## src/rtl/adc_cmp_pkg.sv

```systemverilog
package adc_cmp_pkg;

  localparam int DATA_W = 12;
  localparam int CHAN_W = 5;
  localparam int MCNT_W = 4;

  typedef enum logic {
    CMP_BELOW       = 1'b0,
    CMP_AT_OR_ABOVE = 1'b1
  } cmp_dir_e;

  typedef enum logic [2:0] {
    ACT_HOLD,
    ACT_RESTART,
    ACT_ADVANCE,
    ACT_FIRE,
    ACT_FROZEN
  } ctr_act_e;

  // True when a select value names a channel that can carry results
  function automatic logic chan_usable(input logic [CHAN_W-1:0] sel,
                                       input int num_chan,
                                       input int rsv_lo,
                                       input int rsv_hi);
    int s;
    s = int'(sel);
    return (s < num_chan) && !((s >= rsv_lo) && (s <= rsv_hi));
  endfunction

  // Direction-dependent threshold test
  function automatic logic dir_passes(input cmp_dir_e dir,
                                      input logic [DATA_W-1:0] value,
                                      input logic [DATA_W-1:0] thr);
    logic below;
    below = (value < thr);
    return (dir == CMP_AT_OR_ABOVE) ? !below : below;
  endfunction

  // The run is complete when the counter already holds N hits
  function automatic logic run_complete(input logic [MCNT_W-1:0] run,
                                        input logic [MCNT_W-1:0] need);
    return run == need;
  endfunction

endpackage

```

## src/rtl/adc_cmp_chan_filter.sv

```systemverilog
module adc_cmp_chan_filter
  import adc_cmp_pkg::*;
#(
  parameter int NUM_CHAN = 18,
  parameter int RSV_LO   = 8,
  parameter int RSV_HI   = 14
) (
  input  logic              res_valid,
  input  logic [CHAN_W-1:0] res_chan,
  input  logic              unit_en,
  input  logic [CHAN_W-1:0] unit_chan,
  output logic              sample_evt
);

  logic sel_ok;
  logic chan_eq;

  assign sel_ok     = chan_usable(unit_chan, NUM_CHAN, RSV_LO, RSV_HI);
  assign chan_eq    = (res_chan == unit_chan);
  assign sample_evt = res_valid && unit_en && sel_ok && chan_eq;

endmodule

```

## src/rtl/adc_cmp_cond_eval.sv

```systemverilog
module adc_cmp_cond_eval
  import adc_cmp_pkg::*;
(
  input  logic              dir_bit,
  input  logic [DATA_W-1:0] value,
  input  logic [DATA_W-1:0] thr,
  output logic              cond_hit
);

  cmp_dir_e dir;

  assign dir      = cmp_dir_e'(dir_bit);
  assign cond_hit = dir_passes(dir, value, thr);

endmodule

```

## src/rtl/adc_cmp_match_ctr.sv

```systemverilog
module adc_cmp_match_ctr
  import adc_cmp_pkg::*;
(
  input  logic              clk,
  input  logic              rst_n,
  input  logic              sample_evt,
  input  logic              cond_hit,
  input  logic [MCNT_W-1:0] need_cnt,
  input  logic              flag_clr,
  output logic              flag_q
);

  logic [MCNT_W-1:0] run_q;
  ctr_act_e          act;

  always_comb begin
    act = ACT_HOLD;
    if (flag_q) begin
      act = ACT_FROZEN;
    end else if (sample_evt) begin
      if (!cond_hit) begin
        act = ACT_RESTART;
      end else if (run_complete(run_q, need_cnt)) begin
        act = ACT_FIRE;
      end else begin
        act = ACT_ADVANCE;
      end
    end
  end

  always_ff @(posedge clk or negedge rst_n) begin
    if (!rst_n) begin
      run_q  <= '0;
      flag_q <= 1'b0;
    end else begin
      unique case (act)
        ACT_FROZEN: begin
          run_q <= '0;
          if (flag_clr) flag_q <= 1'b0;
        end
        ACT_RESTART: run_q <= '0;
        ACT_ADVANCE: run_q <= run_q + 1'b1;
        ACT_FIRE: begin
          run_q  <= '0;
          flag_q <= 1'b1;
        end
        default: run_q <= run_q;
      endcase
    end
  end

endmodule

```

## src/rtl/adc_cmp_monitor.sv

```systemverilog
module adc_cmp_monitor
  import adc_cmp_pkg::*;
#(
  parameter int NUM_UNITS = 2,
  parameter int NUM_CHAN  = 18,
  parameter int RSV_LO    = 8,
  parameter int RSV_HI    = 14
) (
  input  logic                        clk,
  input  logic                        rst_n,
  input  logic                        res_valid_i,
  input  logic [CHAN_W-1:0]           res_chan_i,
  input  logic [DATA_W-1:0]           res_data_i,
  input  logic [NUM_UNITS-1:0]        cmp_en_i,
  input  logic [NUM_UNITS-1:0]        cmp_irq_en_i,
  input  logic [NUM_UNITS-1:0]        cmp_cond_i,
  input  logic [NUM_UNITS*CHAN_W-1:0] cmp_chan_i,
  input  logic [NUM_UNITS*MCNT_W-1:0] cmp_mcnt_i,
  input  logic [NUM_UNITS*DATA_W-1:0] cmp_thr_i,
  input  logic [NUM_UNITS-1:0]        flag_clr_i,
  output logic [NUM_UNITS-1:0]        flag_o,
  output logic                        irq_o
);

  logic [NUM_UNITS-1:0] unit_evt;
  logic [NUM_UNITS-1:0] unit_hit;
  logic [NUM_UNITS-1:0] unit_irq;

  for (genvar u = 0; u < NUM_UNITS; u++) begin : g_unit
    adc_cmp_chan_filter #(
      .NUM_CHAN (NUM_CHAN),
      .RSV_LO   (RSV_LO),
      .RSV_HI   (RSV_HI)
    ) filt_i (
      .res_valid  (res_valid_i),
      .res_chan   (res_chan_i),
      .unit_en    (cmp_en_i[u]),
      .unit_chan  (cmp_chan_i[u*CHAN_W +: CHAN_W]),
      .sample_evt (unit_evt[u])
    );

    adc_cmp_cond_eval eval_i (
      .dir_bit  (cmp_cond_i[u]),
      .value    (res_data_i),
      .thr      (cmp_thr_i[u*DATA_W +: DATA_W]),
      .cond_hit (unit_hit[u])
    );

    adc_cmp_match_ctr ctr_i (
      .clk        (clk),
      .rst_n      (rst_n),
      .sample_evt (unit_evt[u]),
      .cond_hit   (unit_hit[u]),
      .need_cnt   (cmp_mcnt_i[u*MCNT_W +: MCNT_W]),
      .flag_clr   (flag_clr_i[u]),
      .flag_q     (flag_o[u])
    );

    assign unit_irq[u] = flag_o[u] & cmp_irq_en_i[u];
  end

  assign irq_o = |unit_irq;

endmodule

```

## config.mk

```make
export PLATFORM = sky130hd
export DESIGN_NAME = adc_cmp_monitor
export DESIGN_NICKNAME = d
export VERILOG_FILES = /design/src/rtl/adc_cmp_pkg.sv /design/src/rtl/adc_cmp_chan_filter.sv /design/src/rtl/adc_cmp_cond_eval.sv /design/src/rtl/adc_cmp_match_ctr.sv /design/src/rtl/adc_cmp_monitor.sv
export SDC_FILE = /design/constraint.sdc
export NUM_CORES = 1
export LEC_CHECK = 0
export BUFFER_PORTS_ARGS = -buffer_cell sky130_fd_sc_hd__buf_2
export CAP_MARGIN = 10
export CORE_ASPECT_RATIO = 0.9
export CORE_UTILIZATION = 50
export CTS_CLUSTER_DIAMETER = 50
export CTS_CLUSTER_SIZE = 40
export DETAILED_ROUTE_END_ITERATION = 16
export GPL_ROUTABILITY_DRIVEN = 0
export MAX_ROUTING_LAYER = met4
export PLACE_DENSITY = 0.85
export SYNTH_ARGS = -nofsm -noshare
export SYNTH_HDL_FRONTEND = slang
export SYNTH_SLANG_ARGS = --single-unit
```

## constraint.sdc

```tcl
create_clock -name clk -period 3.6 [get_ports clk]
set_input_delay 0.72 -clock clk [delete_from_list [all_inputs] [get_ports clk]]
set_output_delay 0.72 -clock clk [all_outputs]
set_load 0.01 [all_outputs]
```

# Word-level counts from Yosys, hierarchy flattened
# Index checks and enable logic that the tools add are counted.
# Widths: inputs -> output; s select.
[word_totals] reg_bits=10 input_bits=70 word_cells=69
[op_classes] addsub=2 order_cmp=8 eq_ne=14 n_mux=16 bitwise=2 n_reduce_logical=23
[ops] operator="$lt 12x12->1" count=2
[ops] operator="$mux 3" count=6
[ops] operator="$pmux 4 s2" count=2
[ops] operator="$eq 3x2->1 const B" count=4
[ops] operator="$eq 5x5->1" count=2
[ops] operator="$ge 5x4->1 const B" count=2
[ops] operator="$le 5x4->1 const B" count=2
[ops] operator="$logic_and 1x1->1" count=10
[ops] operator="$lt 5x5->1 const B" count=2
[ops] operator="$add 4x1->4 const B" count=2
[ops] operator="$eq 4x4->1" count=2
[ops] operator="$reduce_bool 2->1" count=4
[ops] operator="$eq 3x1->1 const B" count=2
[ops] operator="$eq 3x3->1 const B" count=2
[ops] operator="$mux 1" count=6
[ops] operator="$reduce_or 3->1" count=2
[ops] operator="$logic_not 1->1" count=4
[ops] operator="$ne 2x2->1 const B" count=2
[ops] operator="$pmux 1 s2" count=2
[ops] operator="$reduce_and 2->1" count=2
[ops] operator="$and 1x1->1" count=2
[ops] operator="$reduce_or 2->1" count=1

# Logic depth before layout (Yosys ltp)
[depth] depth_word=11 ltp_mapped=8

# Hierarchy
# A second synthesis with hierarchy kept.
[hier_totals] hier_cells=165 hier_area_um2=1375.1
[by_module_without_submodules] mod="adc_cmp_match_ctr" n_inst=2 cells_each=31 area_per_inst_um2=315.3 seq_area_each_um2=125.1
[by_module_without_submodules] mod="adc_cmp_cond_eval" n_inst=2 cells_each=40 area_per_inst_um2=287.8 seq_area_each_um2=0.0
[by_module_without_submodules] mod="adc_cmp_chan_filter" n_inst=2 cells_each=11 area_per_inst_um2=80.1 seq_area_each_um2=0.0
[by_module_without_submodules] mod="adc_cmp_monitor" n_inst=1 cells_each=1 area_per_inst_um2=8.8 seq_area_each_um2=0.0

# Least setup slack after synthesis
# OpenSTA, ideal clock, no wires.
[synth_timing] path_type="input to register" startpoint="in cmp_thr_i[5]" endpoint="reg g_unit[0].ctr_i.run_q[3]" setup_ns=0.082 arrival_time_ns=2.155 path_slack_ns=1.363 stages=8 path_cell_list="inv_1 ha_1 a211oi_1 o21bai_1 or3_1 o211ai_2 nand4_1 a31oi_1"
[synth_via] elab_chain_len=9 elab_cells_between_ends=13
[synth_rtl] element="from (decl)" line_no="adc_cmp_monitor.sv:19" source="input logic [NUM_UNITS*DATA_W-1:0] cmp_thr_i,"
[synth_rtl] element="$lt 12x12->1 *" line_no="adc_cmp_pkg.sv:35" source="below = (value < thr);"
[synth_rtl] element="$logic_not 1->1" line_no="adc_cmp_pkg.sv:36" source="return (dir == CMP_AT_OR_ABOVE) ? !below : below;"
[synth_rtl] element="$mux 1 *" line_no="adc_cmp_pkg.sv:36"
[synth_rtl] element="$mux 3 *" line_no="adc_cmp_match_ctr.sv:21" source="if (!cond_hit) begin"
[synth_rtl] element="$mux 3 *" line_no="adc_cmp_match_ctr.sv:20" source="end else if (sample_evt) begin"
[synth_rtl] element="$mux 3 *" line_no="adc_cmp_match_ctr.sv:18" source="if (flag_q) begin"
[synth_rtl] element="$eq 3x3->1 (tied with other cells)" line_no="adc_cmp_match_ctr.sv:36" source="unique case (act)"
[synth_rtl] element="$reduce_or 3->1 (no source line)"
[synth_rtl] element="$pmux 4 s2 / $reduce_bool 2->1 (equally long branches)"
[synth_rtl] element="to (signal assigned)" line_no="adc_cmp_match_ctr.sv:42" source="ACT_ADVANCE: run_q <= run_q + 1'b1;"
[synth_rtl] element="to (signal assigned)" line_no="adc_cmp_match_ctr.sv:47" source="default: run_q <= run_q;"
[synth_rtl] element="to (decl)" line_no="adc_cmp_match_ctr.sv:13" source="logic [MCNT_W-1:0] run_q;"
# Mark *: on every way between the ends. The rest lies on a longest branch, timed or not.
# A chain may end at the register's enable or synchronous reset.

# Worst setup path in the final report
[layout_timing] startpoint="in res_data_i[11]" endpoint="reg g_unit[0].ctr_i.run_q[2]"
[layout_via] elab_chain_len=9 elab_cells_between_ends=13
[layout_rtl] element="from (decl)" line_no="adc_cmp_monitor.sv:13" source="input logic [DATA_W-1:0] res_data_i,"
[layout_rtl] element="$lt 12x12->1 *" line_no="adc_cmp_pkg.sv:35"
[layout_rtl] element="$logic_not 1->1" line_no="adc_cmp_pkg.sv:36"
[layout_rtl] element="$mux 1 *" line_no="adc_cmp_pkg.sv:36"
[layout_rtl] element="$mux 3 *" line_no="adc_cmp_match_ctr.sv:21"
[layout_rtl] element="$mux 3 *" line_no="adc_cmp_match_ctr.sv:20"
[layout_rtl] element="$mux 3 *" line_no="adc_cmp_match_ctr.sv:18"
[layout_rtl] element="$eq 3x3->1 (tied with other cells)" line_no="adc_cmp_match_ctr.sv:36"
[layout_rtl] element="$reduce_or 3->1 (no source line)"
[layout_rtl] element="$pmux 4 s2 / $reduce_bool 2->1 (equally long branches)"
# Marked as above.

==> impl_metrics.yaml <==
power:
  seq_power_share_pct: 33.0
  internal_power_uw: 262
  switching_share_pct: 34.1
  combPwrFrac_pct: 39.6
  p_leak_uw: 0.000986
  peakVddDrop_mv: 0.145
  clockPowerShare_pct: 27.4
  switching_power_uw: 136
  power_density_mw_per_mm2: 215
clocking:
  clkLatencyLatePin_ns: 0.28
  post-cts-setup-buffers: 0
  ctsResizeCount: 0
  cts_max_level: 1
  path_clk_slew_ns: 0.07
  cts_sinks: 10
  ctsHoldBuffers: 0
  clockBufferDepth: 2
  cts_root_buf: "clkbuf_4"
  cts_tree: "yes"
  numCtsBuffers: 3
global_routing:
  grt_pass1_wl_um: 5490
  grt_overflow: 0
  grt_pass1_vias: 1438
  grt_max_degree: 11
  grtUsageTotal_pct: 24.0
  antenna_found_initial: 0
setup_path:
  cp.required_ns: 3.81
  critPathArrivalTime_ns: 2.43
  r2r_slack_ns: 2.21
  endpoint_kind: "flip-flop"
  worst-setup-path-type: "in -> reg"
  start_kind: "primary input"
  path_max_fanout: 6
detailed_routing:
  drtAntennaViolNets: 0
  vias: 1565
  wl_per_cell_um: 11.1
  dr.pass1.iters: 4
  first_iter_violations: 29
  route.detailed.drc: 0
  drt-total-wl_um: 3330
  drt-vias-per-instance: 5.22
synth:
  synth_seq_cells: 10
  synth_edf_count: 0
  async_reset_ff_share_pct: 100
  netlist_area_mm2: 0.00143
  synth_area_per_cell_um2: 7.65
  netlist_instances: 187
  ys.flop_type: "dfrtp_1"
  synth_fp_nets: 281
  seq_area_frac_synth_pct: 17.5
  netlist-cell-type-count: 42
  yosysWarnings: 0
timing:
  timing.fmax_mhz: 450
  slew_headroom_pct: 67.8
  hold_violations: 0
  period_needed_ns: 2.22
  slew_violations: 0
  min_period_over_period_pct: 61.8
  finalHoldWorstSlack_ns: 0.289
  tns_ns: 0
  clock_skew_ns: 0.00195
  rsz0062_at_grt: "no"
  worst_slew_pin_slew_ns: 0.482
  setup_viol: 0
die:
  die_w_um: 58.4
  boundaryPins: 73
  fp-row-count: 18
  fp.dieH_um: 52.7
  initial_core_util_pct: 52.5
  die-area_mm2: 0.00308
  core_area_mm2: 0.00273
worst_hold_path:
  worst_hold_path_type: "in -> async"
cells_and_area:
  fillCellCount: 248
  final_nets: 355
  synthToLayoutAreaGrowth_pct: 29.4
  drive_above_1_share_pct: 31.2
  antenna-diode-count: 0
  utilization_pct: 67.9
placed_design:
  io_buffers: 72
  dp.final_hpwl_um: 2890
job:
  maxCapViolCount: 0
status:
  status: "completed"
## power by group through the flow
stage	clock network, µW	logic, µW	registers [µW]
2_1_floorplan	0	92.2	131
3_3_place_gp	0	153	133
3_5_place_dp	0	157	133
4_1_cts	110	158	131
5_1_grt	116	181	133
6_report	109	158	131
## per-stage QoR
step | area, µm² | std cells | power [µW] | worst slack (ns)
floorplan | 1430 | 187 | 223 | 1.36
global placement | 1810 | 296 | 286 | 1.15
detailed placement | 1810 | 296 | 290 | 1.11
CTS | 1850 | 300 | 399 | 1.40
global route | 1850 | 300 | 430 | 1.25
finish | 1850 | 300 | 398 | 1.38
## layout by cell type (no fill, tap or decap), drive strengths merged, types with 3 or more instances in the layout
| master | count |
|---|---|
| clkbuf | 4 |
| nand2 | 15 |
| nand2b | 5 |
| nor2 | 10 |
| buf | 72 |
| ha | 24 |
| nand3 | 9 |
| o21ai | 13 |
| nor2b | 6 |
| inv | 27 |
| a31oi | 4 |
| a21oi | 9 |
| dfrtp | 10 |
| nor3 | 5 |
| o21bai | 3 |
| o2111ai | 3 |
| xnor2 | 8 |
| nand4 | 7 |
## registers in the layout, summed over array words and instances (netlist names)
register             cells
g_unit.ctr_i.run_q       8
g_unit.ctr_i.flag_q      2
## synthesized netlist by cell type, types with 3 or more instances
library cell   n  area [µm²]
inv_1         27         101
ha_1          24         300
nand2_1       15        56.3
dfrtp_1       10         250
nor2_1        10        37.5
a21oi_1        9        45.0
nand3_1        9        45.0
xnor2_1        8        70.1
nand4_1        7        43.8
o21ai_0        7        35.0
nor2b_1        6        37.5
o21ai_1        6        30.0
nand2b_1       5        31.3
a31oi_1        4        25.0
nor3_1         4        20.0
o2111ai_1      3        26.3
o21bai_1       3        22.5
## critical path, stage by stage
cell,delay (ns)
buf_2,0.11
ha_1,0.33
a21oi_1,0.20
o21ai_0,0.15
or3_1,0.34
o211ai_2,0.27
o211ai_1,0.14
a21oi_1,0.17
## cells by family (layout without fill, tap and decap cells)
| group | count (synthesis) | count (layout) | synth area share (%) |
|---|---|---|---|
| simple gates | 65 | 65 | 24.1 |
| compound gates | 47 | 47 | 22.1 |
| buf+inv | 31 | 104 | 9.19 |
| fa+ha+maj | 24 | 24 | 21.0 |
| xor+xnor | 10 | 10 | 6.12 |
| flops | 10 | 10 | 17.5 |
## metal layers
layer | vias up | track usage (%) | share of wire, %
met5 | - | - | 0
li1 | 815 | - | -
met3 | 5 | 5.19 | 4.0
met1 | 712 | 28.6 | 47
met4 | 0 | 6.35 | 1.3
met2 | 33 | 41.4 | 48
## final cells by class
cell class / instances / area [µm²] / share of cell area [%]
Tap cell: 40 / 50.0 / 2.70
Sequential cell: 10 / 250 / 13.5
Multi-Input combinational cell: 146 / 1050 / 56.7
Timing Repair Buffer: 72 / 360 / 19.5
Clock buffer: 4 / 36.3 / 1.96
Inverter: 28 / 105 / 5.68
## worst paths after layout
check,startpoint,endpoint,cells after the start
min in group clk,g_unit[0].ctr_i.flag_q,g_unit[0].ctr_i.run_q[0],1
hold / removal,rst_n,g_unit[1].ctr_i.run_q[3],1
setup / recovery,res_data_i[11],g_unit[0].ctr_i.run_q[2],8
setup reg to reg,g_unit[1].ctr_i.run_q[0],g_unit[1].ctr_i.run_q[3],5
max in group asynchronous,rst_n,g_unit[0].ctr_i.run_q[3],1
hold reg to reg,g_unit[0].ctr_i.flag_q,g_unit[0].ctr_i.run_q[0],1
Power figures use the tool's default switching activity.
